### config.mk
export PLATFORM = sky130hd
export DESIGN_NAME = pktq_manager
export DESIGN_NICKNAME = d
export VERILOG_FILES = /design/src/rtl/pktq_pkg.sv /design/src/rtl/frame_fifo.sv /design/src/rtl/frame_stack.sv /design/src/rtl/pkt_buffer.sv /design/src/rtl/pktq_manager.sv
export SDC_FILE = /design/constraint.sdc
export NUM_CORES = 2
export LEC_CHECK = 0
export CAP_MARGIN = 20
export CORE_UTILIZATION = 48
export DETAILED_ROUTE_END_ITERATION = 10
export DONT_BUFFER_PORTS = 1
export MAX_ROUTING_LAYER = met4
export PLACE_DENSITY_LB_ADDON = 0.3
export SLEW_MARGIN = 20
export SYNTH_ARGS = -nofsm -noshare
export SYNTH_HDL_FRONTEND = slang
export SYNTH_HIERARCHICAL = 1
export SYNTH_MEMORY_MAX_BITS = 65536
export SYNTH_SLANG_ARGS = --single-unit
### constraint.sdc
create_clock -name clk -period 7.6 [get_ports clk]
set_input_delay 1.14 -clock clk [delete_from_list [all_inputs] [get_ports clk]]
set_output_delay 1.14 -clock clk [all_outputs]
set_load 0.02 [all_outputs]
### src/rtl/pktq_pkg.sv
package pktq_pkg;
  localparam int WORD_W    = 34;
  localparam int CONT_BIT  = 33;
  localparam int NUM_PE    = 4;
  localparam int NUM_LOCAL = NUM_PE + 1;
  localparam logic [2:0] DEST_MEM    = 3'd4;
  localparam logic [2:0] DEST_REMOTE = 3'd5;

  typedef enum logic [2:0] {
    CMD_NOP     = 3'd0,
    CMD_SEND1   = 3'd1,
    CMD_OPEN    = 3'd2,
    CMD_PUT     = 3'd3,
    CMD_CLOSE   = 3'd4,
    CMD_TAKE    = 3'd5,
    CMD_RELEASE = 3'd6
  } cmd_e;

  // Destination of a header: 0..3 processor, 4 memory agent, 5 remote.
  function automatic logic [2:0] dest_of(input logic [WORD_W-1:0] hdr,
                                         input logic [4:0] here,
                                         input logic local_only);
    logic [2:0] d;
    if (!local_only && (hdr[25:21] != here)) d = DEST_REMOTE;
    else if (hdr[30:26] == 5'd0)             d = {1'b0, hdr[32:31]};
    else                                     d = DEST_MEM;
    return d;
  endfunction
endpackage

### src/rtl/frame_fifo.sv
module frame_fifo #(
  parameter int W     = 3,
  parameter int DEPTH = 4
) (
  input  logic         clk,
  input  logic         rst_n,
  input  logic         push,
  input  logic [W-1:0] pdata,
  input  logic         pop,
  output logic [W-1:0] head,
  output logic         empty,
  output logic         full
);
  localparam int PW = (DEPTH > 1) ? $clog2(DEPTH) : 1;
  localparam int CW = $clog2(DEPTH + 1);

  logic [W-1:0]  slot_q [DEPTH];
  logic [PW-1:0] rd_q, rd_d, wr_q, wr_d;
  logic [CW-1:0] cnt_q, cnt_d;
  logic          do_push, do_pop;

  assign empty   = (cnt_q == '0);
  assign full    = (cnt_q == CW'(DEPTH));
  assign head    = slot_q[rd_q];
  assign do_push = push && !full;
  assign do_pop  = pop && !empty;

  always_comb begin
    rd_d  = rd_q;
    wr_d  = wr_q;
    cnt_d = cnt_q;
    if (do_push) wr_d = (wr_q == PW'(DEPTH - 1)) ? '0 : wr_q + 1'b1;
    if (do_pop)  rd_d = (rd_q == PW'(DEPTH - 1)) ? '0 : rd_q + 1'b1;
    if (do_push && !do_pop) cnt_d = cnt_q + 1'b1;
    if (do_pop && !do_push) cnt_d = cnt_q - 1'b1;
  end

  always_ff @(posedge clk or negedge rst_n) begin
    if (!rst_n) begin
      rd_q  <= '0;
      wr_q  <= '0;
      cnt_q <= '0;
    end else begin
      rd_q  <= rd_d;
      wr_q  <= wr_d;
      cnt_q <= cnt_d;
    end
  end

  always_ff @(posedge clk) begin
    if (do_push) slot_q[wr_q] <= pdata;
  end
endmodule

### src/rtl/frame_stack.sv
module frame_stack #(
  parameter int W     = 3,
  parameter int DEPTH = 8
) (
  input  logic         clk,
  input  logic         rst_n,
  input  logic         push,
  input  logic [W-1:0] pdata,
  input  logic         pop,
  output logic [W-1:0] top,
  output logic         empty,
  output logic         full
);
  localparam int CW = $clog2(DEPTH + 1);

  logic [W-1:0]  ent_q [DEPTH];
  logic [CW-1:0] cnt_q, cnt_d;
  logic          do_pop;

  assign empty  = (cnt_q == '0);
  assign full   = (cnt_q == CW'(DEPTH));
  assign top    = empty ? '0 : ent_q[cnt_q - 1'b1];
  assign do_pop = pop && !empty;

  always_comb begin
    cnt_d = cnt_q;
    if (do_pop && !push)  cnt_d = cnt_q - 1'b1;
    if (push && !do_pop)  cnt_d = cnt_q + 1'b1;
  end

  always_ff @(posedge clk or negedge rst_n) begin
    if (!rst_n) begin
      cnt_q <= CW'(DEPTH);
      for (int i = 0; i < DEPTH; i++) ent_q[i] <= W'(i);
    end else begin
      cnt_q <= cnt_d;
      if (push && do_pop)      ent_q[cnt_q - 1'b1] <= pdata;
      else if (push && !full)  ent_q[cnt_q]        <= pdata;
    end
  end
endmodule

### src/rtl/pkt_buffer.sv
module pkt_buffer #(
  parameter int FW = 3,
  parameter int OW = 4,
  parameter int DW = 34
) (
  input  logic             clk,
  input  logic             we,
  input  logic [FW+OW-1:0] waddr,
  input  logic [DW-1:0]    wdata,
  input  logic [FW+OW-1:0] raddr,
  output logic [DW-1:0]    rdata
);
  localparam int DEPTH = 1 << (FW + OW);
  logic [DW-1:0] mem [DEPTH];

  always_ff @(posedge clk) begin
    if (we) mem[waddr] <= wdata;
  end
  assign rdata = mem[raddr];
endmodule

### src/rtl/pktq_manager.sv
module pktq_manager #(
  parameter int NUM_FRAMES = 8,
  parameter int WORDS      = 16,
  parameter int QDEPTH     = 4,
  localparam int FW = $clog2(NUM_FRAMES),
  localparam int OW = $clog2(WORDS)
) (
  input  logic          clk,
  input  logic          rst_n,
  input  logic [4:0]    my_board,
  input  logic          cmd_valid,
  input  logic [2:0]    cmd_op,
  input  logic [2:0]    cmd_agent,
  input  logic [FW-1:0] cmd_frame,
  input  logic [OW-1:0] cmd_off,
  input  logic [33:0]   cmd_data,
  output logic          cmd_ready,
  output logic [FW-1:0] rsp_frame,
  input  logic          rx_valid,
  input  logic          rx_first,
  input  logic [4:0]    rx_board,
  input  logic [33:0]   rx_data,
  output logic          rx_ready,
  output logic          tx_valid,
  output logic [FW-1:0] tx_frame,
  input  logic          tx_done,
  input  logic          tx_nack,
  input  logic [FW-1:0] rd_frame,
  input  logic [OW-1:0] rd_off,
  output logic [33:0]   rd_data
);
  import pktq_pkg::*;

  // reset: asserted asynchronously, released on a clock edge
  logic rst_meta, rst_n_int;
  always_ff @(posedge clk or negedge rst_n) begin
    if (!rst_n) begin
      rst_meta  <= 1'b0;
      rst_n_int <= 1'b0;
    end else begin
      rst_meta  <= 1'b1;
      rst_n_int <= rst_meta;
    end
  end

  // free stack
  logic [FW-1:0] fs_top, fs_pdata;
  logic          fs_empty, fs_full, fs_push, fs_pop;

  frame_stack #(.W(FW), .DEPTH(NUM_FRAMES)) u_free (
    .clk(clk), .rst_n(rst_n_int), .push(fs_push), .pdata(fs_pdata),
    .pop(fs_pop), .top(fs_top), .empty(fs_empty), .full(fs_full));

  // local input queues
  logic [NUM_LOCAL-1:0] lq_push, lq_pop, lq_empty, lq_full;
  logic [FW-1:0]        lq_head [NUM_LOCAL];
  logic [FW-1:0]        lq_pdata;

  for (genvar g = 0; g < NUM_LOCAL; g++) begin : g_local
    frame_fifo #(.W(FW), .DEPTH(QDEPTH)) u_q (
      .clk(clk), .rst_n(rst_n_int), .push(lq_push[g]), .pdata(lq_pdata),
      .pop(lq_pop[g]), .head(lq_head[g]), .empty(lq_empty[g]), .full(lq_full[g]));
  end

  // transmit queue pair; role_q names the one acting as send queue
  logic [1:0]    sq_push, sq_pop, sq_empty, sq_full;
  logic [FW-1:0] sq_head [2];
  logic [FW-1:0] sq_pdata [2];
  logic          role_q, role_d;

  for (genvar g = 0; g < 2; g++) begin : g_send
    frame_fifo #(.W(FW), .DEPTH(NUM_FRAMES)) u_q (
      .clk(clk), .rst_n(rst_n_int), .push(sq_push[g]), .pdata(sq_pdata[g]),
      .pop(sq_pop[g]), .head(sq_head[g]), .empty(sq_empty[g]), .full(sq_full[g]));
  end

  // holding register and receive state
  logic          tmp_valid_q, tmp_valid_d;
  logic [FW-1:0] tmp_frame_q, tmp_frame_d;
  logic [11:0]   tmp_hdr_q, tmp_hdr_d;
  logic          rx_busy_q, rx_busy_d;
  logic [FW-1:0] rx_frame_q, rx_frame_d;
  logic [OW-1:0] rx_off_q, rx_off_d;
  logic [6:0]    rx_hdr_q, rx_hdr_d;

  // buffer
  logic             mem_we;
  logic [FW+OW-1:0] mem_waddr;
  logic [33:0]      mem_wdata;

  pkt_buffer #(.FW(FW), .OW(OW), .DW(WORD_W)) u_buf (
    .clk(clk), .we(mem_we), .waddr(mem_waddr), .wdata(mem_wdata),
    .raddr({rd_frame, rd_off}), .rdata(rd_data));

  // decode
  cmd_e          op;
  logic [2:0]    cmd_dest, rx_dest;
  logic          dest_blocked, agent_ok, path_free, rdy;
  logic          cmd_fire, rx_fire, rx_last, rx_push, tx_acc;
  logic          cmd_lpush, cmd_rpush;
  logic [FW-1:0] cmd_push_frame, rx_frame_cur;
  logic [33:0]   hdr_sel;

  always_comb begin
    op        = cmd_e'(cmd_op);
    hdr_sel   = (op == CMD_CLOSE) ? {1'b0, tmp_hdr_q, 21'd0} : cmd_data;
    cmd_dest  = dest_of(hdr_sel, my_board, 1'b0);
    dest_blocked = (cmd_dest == DEST_REMOTE) ? sq_full[role_q] : lq_full[cmd_dest];
    agent_ok  = (cmd_agent < 3'(NUM_LOCAL));
    path_free = !rx_valid && !tx_done;
    unique case (op)
      CMD_SEND1:   rdy = !fs_empty && !dest_blocked;
      CMD_OPEN:    rdy = !fs_empty && !tmp_valid_q;
      CMD_PUT:     rdy = tmp_valid_q;
      CMD_CLOSE:   rdy = tmp_valid_q && !dest_blocked;
      CMD_TAKE:    rdy = agent_ok && !lq_empty[cmd_agent];
      CMD_RELEASE: rdy = !fs_full;
      default:     rdy = 1'b0;
    endcase
    cmd_ready = path_free && rdy;
    unique case (op)
      CMD_SEND1, CMD_OPEN: rsp_frame = fs_top;
      CMD_PUT, CMD_CLOSE:  rsp_frame = tmp_frame_q;
      CMD_TAKE:            rsp_frame = agent_ok ? lq_head[cmd_agent] : '0;
      default:             rsp_frame = cmd_frame;
    endcase
    cmd_fire       = cmd_valid && cmd_ready;
    cmd_push_frame = (op == CMD_CLOSE) ? tmp_frame_q : fs_top;
    cmd_lpush = cmd_fire && ((op == CMD_SEND1) || (op == CMD_CLOSE)) && (cmd_dest != DEST_REMOTE);
    cmd_rpush = cmd_fire && ((op == CMD_SEND1) || (op == CMD_CLOSE)) && (cmd_dest == DEST_REMOTE);

    // receive side
    rx_last      = !rx_data[CONT_BIT];
    rx_dest      = rx_first ? dest_of(rx_data, my_board, 1'b1)
                            : dest_of({1'b0, rx_hdr_q, 26'd0}, my_board, 1'b1);
    rx_frame_cur = rx_first ? fs_top : rx_frame_q;
    if (rx_first) rx_ready = !fs_empty && (!rx_last || !lq_full[rx_dest]);
    else          rx_ready = rx_busy_q && (!rx_last || !lq_full[rx_dest]);
    rx_fire = rx_valid && rx_ready;
    rx_push = rx_fire && rx_last;

    // transmit side
    tx_valid = !sq_empty[role_q];
    tx_frame = sq_head[role_q];
    tx_acc   = tx_done && tx_valid;
  end

  // datapath steering
  always_comb begin
    mem_we    = 1'b0;
    mem_waddr = {fs_top, {OW{1'b0}}};
    mem_wdata = cmd_data;
    if (rx_fire) begin
      mem_we    = 1'b1;
      mem_waddr = rx_first ? {fs_top, {OW{1'b0}}} : {rx_frame_q, rx_off_q};
      mem_wdata = rx_first ? {rx_data[33:26], rx_board, rx_data[20:0]} : rx_data;
    end else if (cmd_fire && ((op == CMD_SEND1) || (op == CMD_OPEN))) begin
      mem_we = 1'b1;
    end else if (cmd_fire && (op == CMD_PUT)) begin
      mem_we    = 1'b1;
      mem_waddr = {tmp_frame_q, cmd_off};
    end

    fs_pop   = (rx_fire && rx_first) || (cmd_fire && ((op == CMD_SEND1) || (op == CMD_OPEN)));
    fs_push  = (tx_acc && !tx_nack) || (cmd_fire && (op == CMD_RELEASE));
    fs_pdata = tx_acc ? tx_frame : cmd_frame;

    lq_pdata = rx_push ? rx_frame_cur : cmd_push_frame;
    for (int i = 0; i < NUM_LOCAL; i++) begin
      lq_push[i] = (rx_push && (rx_dest == 3'(i))) || (cmd_lpush && (cmd_dest == 3'(i)));
      lq_pop[i]  = cmd_fire && (op == CMD_TAKE) && (cmd_agent == 3'(i));
    end
    for (int i = 0; i < 2; i++) begin
      sq_push[i]  = (cmd_rpush && (role_q == i[0])) || (tx_acc && tx_nack && (role_q != i[0]));
      sq_pdata[i] = cmd_rpush ? cmd_push_frame : tx_frame;
      sq_pop[i]   = tx_acc && (role_q == i[0]);
    end
  end

  // next state
  always_comb begin
    role_d      = role_q ^ (sq_empty[role_q] && !sq_empty[!role_q]);
    tmp_valid_d = tmp_valid_q;
    tmp_frame_d = tmp_frame_q;
    tmp_hdr_d   = tmp_hdr_q;
    if (cmd_fire && (op == CMD_OPEN)) begin
      tmp_valid_d = 1'b1;
      tmp_frame_d = fs_top;
      tmp_hdr_d   = cmd_data[32:21];
    end else if (cmd_fire && (op == CMD_CLOSE)) begin
      tmp_valid_d = 1'b0;
    end
    rx_busy_d  = rx_busy_q;
    rx_frame_d = rx_frame_q;
    rx_off_d   = rx_off_q;
    rx_hdr_d   = rx_hdr_q;
    if (rx_fire) begin
      rx_busy_d = !rx_last;
      if (rx_first) begin
        rx_frame_d = fs_top;
        rx_off_d   = OW'(1);
        rx_hdr_d   = rx_data[32:26];
      end else begin
        rx_off_d = rx_off_q + 1'b1;
      end
    end
  end

  always_ff @(posedge clk or negedge rst_n_int) begin
    if (!rst_n_int) begin
      role_q      <= 1'b0;
      tmp_valid_q <= 1'b0;
      tmp_frame_q <= '0;
      tmp_hdr_q   <= '0;
      rx_busy_q   <= 1'b0;
      rx_frame_q  <= '0;
      rx_off_q    <= '0;
      rx_hdr_q    <= '0;
    end else begin
      role_q      <= role_d;
      tmp_valid_q <= tmp_valid_d;
      tmp_frame_q <= tmp_frame_d;
      tmp_hdr_q   <= tmp_hdr_d;
      rx_busy_q   <= rx_busy_d;
      rx_frame_q  <= rx_frame_d;
      rx_off_q    <= rx_off_d;
      rx_hdr_q    <= rx_hdr_d;
    end
  end
endmodule

* Yosys cells after proc, flatten, opt, wreduce, memory -nomap -nowiden *
Memory sizes are Yosys's and may differ from the RTL's.
Index checks and enable logic that the tools add are counted.

storage, ports and cells
  word-level logic and storage cells = 407
  memories kept = 8
  input port bits = 105
  output and inout port bits = 43
  RAM bits = 4,460
  flip-flop bits (word level) = 117

cells by class
  reductions and logical operators = 163
  eq/ne operators = 43
  $lt $le $gt $ge = 12
  bitwise operators = 6
  mux-type cells = 104
  $add $sub $neg = 31

memory list
  name                   words  bits a word  rd ports  clocked after memory_dff  write ports  RTL line          text
  u_buf.mem              128    34           1         0                         1            pkt_buffer.sv:14  logic [DW-1:0] mem [DEPTH];
  g_send[0].u_q.slot_q   8      3            1         0                         1            frame_fifo.sv:17  logic [W-1:0] slot_q [DEPTH];
  g_send[1].u_q.slot_q   8      3            1         0                         1            frame_fifo.sv:17
  g_local[0].u_q.slot_q  4      3            1         0                         1            frame_fifo.sv:17
  g_local[1].u_q.slot_q  4      3            1         0                         1            frame_fifo.sv:17
  g_local[2].u_q.slot_q  4      3            1         0                         1            frame_fifo.sv:17
  2 more memories        n/a    n/a          n/a       n/a                       n/a          n/a

operator list
  operator                                           number
  2-to-1 mux 3 bit                                   35
  logical AND 1 bit                                  81
  bitwise mux 24 bit                                 2
  == test 3 bit (second input constant)              16
  2-to-1 mux 24 bit                                  2
  logical NOT 1 bit                                  43
  2-to-1 mux 34 bit                                  1
  2-to-1 mux 33 bit                                  1
  2-to-1 mux 1 bit                                   32
  2-to-1 mux 4 bit                                   7
  2-to-1 mux 7 bit                                   4
  adder 3 x 1 -> 3 bit (second input constant)       9
  2-to-1 mux 26 bit                                  1
  == test 3 x 2 -> 1 bit (second input constant)     8
  logical NOT 3 bit                                  8
  adder 2 x 1 -> 2 bit (second input constant)       10
  == test 2 bit (second input constant)              10
  2-to-1 mux 2 bit                                   10
  nonzero test 2 bit                                 10
  binary-select mux 3 bit (select 3 bit)             2
  demux 3 bit (select 3 bit)                         2
  adder 4 x 1 -> 4 bit (second input constant)       4
  logical NOT 5 bit                                  3
  subtractor 3 x 1 -> 3 bit (second input constant)  5
  other kinds (24)                                   53

* Logic depth before layout (Yosys ltp) *
  depth in word-level cells = 21
  mapped depth = 22
  mapped depth without buffers = 20

* Hierarchy *
The synthesis kept the hierarchy.

modules (own cells, without submodules)
  module                           cells each  instances  sequential area each (um^2)  area an instance (um^2)
  pkt_buffer                       6,319       1          130,685.3                    165,284.8
  pktq_manager                     422         1          850.8                        3,468.3
  frame_fifo (g_local[1].u_q ...)  56          3          535.5                        889.6
  frame_fifo (g_local[0].u_q ...)  55          2          535.5                        914.6
  frame_fifo (g_send[0].u_q)       104         1          970.9                        1,636.6
  frame_stack                      138         1          716.9                        1,626.6
  frame_fifo (g_send[1].u_q)       104         1          970.9                        1,624.1

* Least setup slack after synthesis *
No wires, ideal clock.

  kind = input -> register
  from = in rx_data[26]
  to = mem u_buf.mem[0][33] (data pin)
  stages on the path = 8
  path slack = -1.221 ns
  arrival time = 7.623 ns
  buffers on the path = 2
  data required time = 6.403 ns
  setup time = 1.197 ns
  path through = nor4_2 > nand2_1 > a21o_1 > a211oi_1 > a21oi_2 > buf_2 > clkbuf_1 > o21ai_0

between the ends
  word-level cells in the longest chain between the ends = 11
  elaborated cells between the ends (all ways) = 12
  classes of those cells = mux (6); reduce/logical (6)

RTL lines
  element                                     RTL line                                  text
  from (decl)                                 pktq_manager.sv:22                        input logic [33:0] rx_data,
  logical NOT 5 bit (*)                       pktq_pkg.sv:25                            else if (hdr[30:26] == 5'd0) d = {1'b0, hdr[32:31]};
  2-to-1 mux 3 bit (*)                        pktq_pkg.sv:25
  2-to-1 mux 3 bit (*)                        pktq_manager.sv:134                       rx_dest = rx_first ? dest_of(rx_data, my_board, 1'b1)
  binary-select mux 1 bit (select 3 bit) (*)  pktq_manager.sv:137, pktq_manager.sv:138
  2-to-1 mux 1 bit (implied by the code) (*)  pktq_manager.sv:137, pktq_manager.sv:138
  logical NOT 1 bit (*)                       pktq_manager.sv:137, pktq_manager.sv:138
  logical OR 1 bit (*)                        pktq_manager.sv:137, pktq_manager.sv:138
  logical AND 1 bit (on tied branches)        pktq_manager.sv:138, pktq_manager.sv:137
  2-to-1 mux 1 bit (*)                        pktq_manager.sv:137                       if (rx_first) rx_ready = !fs_empty && (!rx_last || !lq_full[rx_dest]);
  logical AND 1 bit (*)                       pktq_manager.sv:139                       rx_fire = rx_valid && rx_ready;
  2-to-1 mux 34 bit (*)                       pktq_manager.sv:153                       if (rx_fire) begin
  via mem_wdata[33]                           pktq_manager.sv:89                        logic [33:0] mem_wdata;
  to (decl)                                   pkt_buffer.sv:14

Mark *: on every way through the listed nets, which the timed path passes. The rest lies on a longest branch. The select of a mux whose other input is x is not followed.

* Worst setup path after layout *
  from = reg u_free.cnt_q[1]
  to = mem u_buf.mem[38][21] (enable)

between the ends
  elaborated cells between the ends (all ways) = 29
  classes of those cells = add/sub (1); eq/ne (1); mux (15); bitwise (1); reduce/logical (11)

RTL lines
  element                               RTL line                                  text
  from (decl)                           frame_stack.sv:17                         logic [CW-1:0] cnt_q, cnt_d;
  from (signal assigned)                frame_stack.sv:33                         cnt_q <= CW'(DEPTH);
  from (signal assigned)                frame_stack.sv:36                         cnt_q <= cnt_d;
  logical NOT 4 bit (*)                 frame_stack.sv:20                         assign empty = (cnt_q == '0);
  via fs_empty                          pktq_manager.sv:48                        logic fs_empty, fs_full, fs_push, fs_pop;
  logical NOT 1 bit (*)                 pktq_manager.sv:112, pktq_manager.sv:113
  logical AND 1 bit (on tied branches)  pktq_manager.sv:113, pktq_manager.sv:112
  case mux 1 bit (6 select lines) (*)   pktq_manager.sv:111                       unique case (op)
  logical AND 1 bit (*)                 pktq_manager.sv:120                       cmd_ready = path_free && rdy;
  via cmd_ready                         pktq_manager.sv:17                        output logic cmd_ready,
  logical AND 1 bit (*)                 pktq_manager.sv:127                       cmd_fire = cmd_valid && cmd_ready;
  logical AND 1 bit                     pktq_manager.sv:159                       end else if (cmd_fire && (op == CMD_PUT)) begin
  2-to-1 mux 7 bit                      pktq_manager.sv:159
  2-to-1 mux 7 bit (*)                  pktq_manager.sv:157                       end else if (cmd_fire && ((op == CMD_SEND1) || (op == CMD_OPEN))) begin
  2-to-1 mux 7 bit (*)                  pktq_manager.sv:153
  via mem_waddr[2]                      pktq_manager.sv:88                        logic [FW+OW-1:0] mem_waddr;

Marked as above.

==> reports/results.txt <==
Post-synthesis cell type count: 92
Relative slew slack: -0.484
Sequential Power Share: 0.520
Die Y: 611 um
CTS tree: built
Post-route ant nets: 0
Hpwl dp: 250000 um
GP Congestion: 0.857
Post-synth ARST share: 0.0256
Failing checks: slew limit
Antenna violations before repair: 55
Final Hold Viols: 0
Post-synthesis compound-gate area fraction: 0.00523
Crit path time final: 6.91 ns
Routed wire per std cell: 35.7 um
Via count: 83500
RSZ-0062 raised after global routing: no
Slowest stage delay, CP: 0.69 ns
Clock sinks: 4577
Worst path required time: 8.20 ns
Largest net degree at the start of global routing: 1089
Worst setup SP type: register
Worst setup path category: register to register
Most frequent cells in the layout: edfxtp_1, mux4_2, clkbuf_16, buf_4, nor2_4
Initial Utilization: 0.483
Cell-internal power: 43.6 mW
Vias in the first global route: 83700
Commonest non-fill, non-tap cell in the layout: edfxtp_1
Max VDD drop: 0.293 mV
GRT Total Usage: 0.257
Post-Synth Simple-Gate Area: 0.0139
Mean Syn Cell Area: 24.2 sq um
Synth Area in Adders: 0.00428
Status: complete, but fails checks
Post-synthesis mux area share: 0.196
DR pass1 iterations: 6
Setup violators final: 0
Main combinational cell family by area after synthesis: multiplexers
Post-synth net total: 7526
P&R area growth vs syn: 13.1%
Leakage: 62.4 nW
# rows: 223
Final setup TNS: 0 ns
Drt initial violations: 11900
Switch share: 0.243
Sequential area share after synthesis: 0.768
Layout cells sized above 1: 0.332
# nets final: 7856
Final worst path period share: 0.910
Flops & latches, synth: 4577
Clock Latency Late Sink: 0.99 ns
EDFF count, synth: 4460
CTS buffer count: 437
Psw: 14.0 mW
Vias per inst: 6.39
Area after DPL: 187000 sq um
Grt total ovfl: 0
Slew Viols, Final: 120
Hold WS: 0.268 ns
Clk buf depth: 4
Worst Hold Class: input pin to register
Fillcell total: 26700
Mapped Area: 178000 sq um
Synth Flop Type: edfxtp_1
Max Clk Rate: 145 MHz
PortBufs: 0
Clock Power Share: 0.369
Critical path arrival: 7.52 ns
Clock Skew: 0.0435 ns
Crit end category: register
First-pass GRT wire length: 649000 um
I/O pin count: 148
Syn Inst Count: 7365
DRC: 0
Slowest cell on the critical path: a22o_1
Die Span X: 611 um
# Max-Cap Violations: 0
DRT Wirelength: 466000 um
Die area: 374000 sq um
Critical Path Fanout Max: 18
Worst Tran Pin Value: 2.23 ns
Post-Synth XOR/XNOR Area: 0.00147
Critical path cell sequence: inv_1, ha_1, nor2b_1, nor2b_1, nor2_1, nand2_1, a21o_1, a211oi_1, mux2i_1, o21ai_4, and4_1, a22o_1, nand3_2, buf_4, nor2_4, buf_4
YS warnings: 6
H-Tree Depth: 5
Clock root cell: clkbuf_16
Post-layout instance area: 201000 sq um
Comb pwr share: 0.111
Std-Cell Core Area: 369000 sq um
PostCTS Resize Cnt: 0
Power Density: 286 nW/um^2
CTS clk-pin slew, worst paths: 0.06 ns
-- metrics by stage --
| step | instances | worst slack [ns] | utilization | total power [mW] |
|---|---|---|---|---|
| after floorplan | 7365 | 0.370 | - | 34.1 |
| after global placement | 12200 | 0.270 | 0.506 | 36.3 |
| after detailed placement | 12200 | 0.898 | 0.506 | 36.6 |
| after CTS | 13000 | 0.911 | 0.544 | 57.5 |
| after global routing | 13100 | 0.469 | 0.546 | 59.0 |
| final | 13100 | 0.686 | 0.546 | 57.5 |
-- repair_timing --
item                      4_1_cts  5_1_grt
hold buffers                    1        0
hold endpoints to repair        2        0
buffers inserted                0        0
-- power by group through the flow --
stage | sequential (mW) | combinational (mW) | clock (mW)
global route | 30.0 | 6.68 | 22.4
floorplan | 30.4 | 3.71 | 0
detailed placement | 30.5 | 6.14 | 0
finish | 29.9 | 6.37 | 21.2
CTS | 29.9 | 6.15 | 21.4
global placement | 30.4 | 5.88 | 0
-- per-layer routing --
layer / up-vias / routed length, um / GRT usage
met5: - / 0 / -
met4: 0 / 20200 / 0.104
met3: 768 / 46400 / 0.0401
met2: 4670 / 226000 / 0.399
met1: 45600 / 173000 / 0.345
li1: 32500 / - / -
-- final cells by class --
type,count,area (sq um),area share
tap,4950,6190,0.0308
timing repair buffer,267,3500,0.0174
clock inverter,255,2300,0.0114
inverter,80,300,0.00149
antenna,65,163,0.000808
multi-input combinational,2332,40500,0.201
clock buffer,548,11500,0.0572
sequential,4577,137000,0.680
-- cell usage after synthesis, types with 8 or more instances --
cell      instances  area [sq um]
dfrtp_1         104          2600
nor3b_1          11          82.6
nand3_1          34           170
nand4_1           8          50.1
nand2b_1         20           125
and2_2            8          60.1
nor2_1          190           713
clkbuf_1        223           837
nor3_1           25           125
xor2_1           17           149
mux2i_1          35           350
buf_2            79           395
mux4_2         1462         32900
nor2b_1          22           138
mux2_4           28           420
edfxtp_1       4460        134000
mux2_2          100          1130
inv_1            79           297
a21oi_1          31           155
xnor2_1          13           114
ha_1             49           613
dfstp_2          13           342
nand2_1          85           319
o22ai_1          11          68.8
o21ai_0          28           140
buf_1            62           233
and3_2           12          90.1
mux2_1           12           135
-- state kept, by name, summed over array words and instances (netlist names), 10 cells and up --
register            cells
u_free/ent_q           24
g_send.u_q/slot_q      48
g_local.u_q/rd_q       10
u_buf/mem            4352
g_local.u_q/wr_q       10
g_local.u_q/slot_q     60
tmp_hdr_q              12
g_local.u_q/cnt_q      15
-- kinds of logic (layout without fill, tap and decap cells) --
| logic type | Yosys count | in the layout |
|---|---|---|
| AO/OA/AOI/OAI | 132 | 132 |
| XOR/XNOR | 30 | 30 |
| flip-flops | 4577 | 4577 |
| multiplexers | 1637 | 1637 |
| adder cells (fa/ha/maj) | 57 | 57 |
| AND/OR/NAND/NOR | 475 | 475 |
| other | 1 | 66 |
| buffers and inverters | 456 | 1150 |
-- final timing paths --
check,startpoint,to,slack (ns),cells past startpoint
max in group asynchronous,rst_n_int,g_local[4].u_q/cnt_q[0],5.89,1
min,rx_first,rx_off_q[3],0.27,1
max reg2reg,u_free/cnt_q[1],u_buf/mem[38][21],0.69,16
min reg2reg,rst_meta,rst_n_int,0.36,0
min in group asynchronous,rst_n_int,rx_hdr_q[0],0.40,0
max,u_free/cnt_q[1],u_buf/mem[38][21],0.69,16
-- critical path: cells and delay by family (launching register included) --
family / cells / cell delay [ns]
AO/OA/AOI/OAI: 4 / 2.06
AND/OR/NAND/NOR: 7 / 2.29
adder cells (fa/ha/maj): 1 / 0.32
flip-flops: 1 / 0.53
buffers and inverters: 3 / 0.99
multiplexers: 1 / 0.28
No activity file was read; power rests on OpenSTA's default activity.
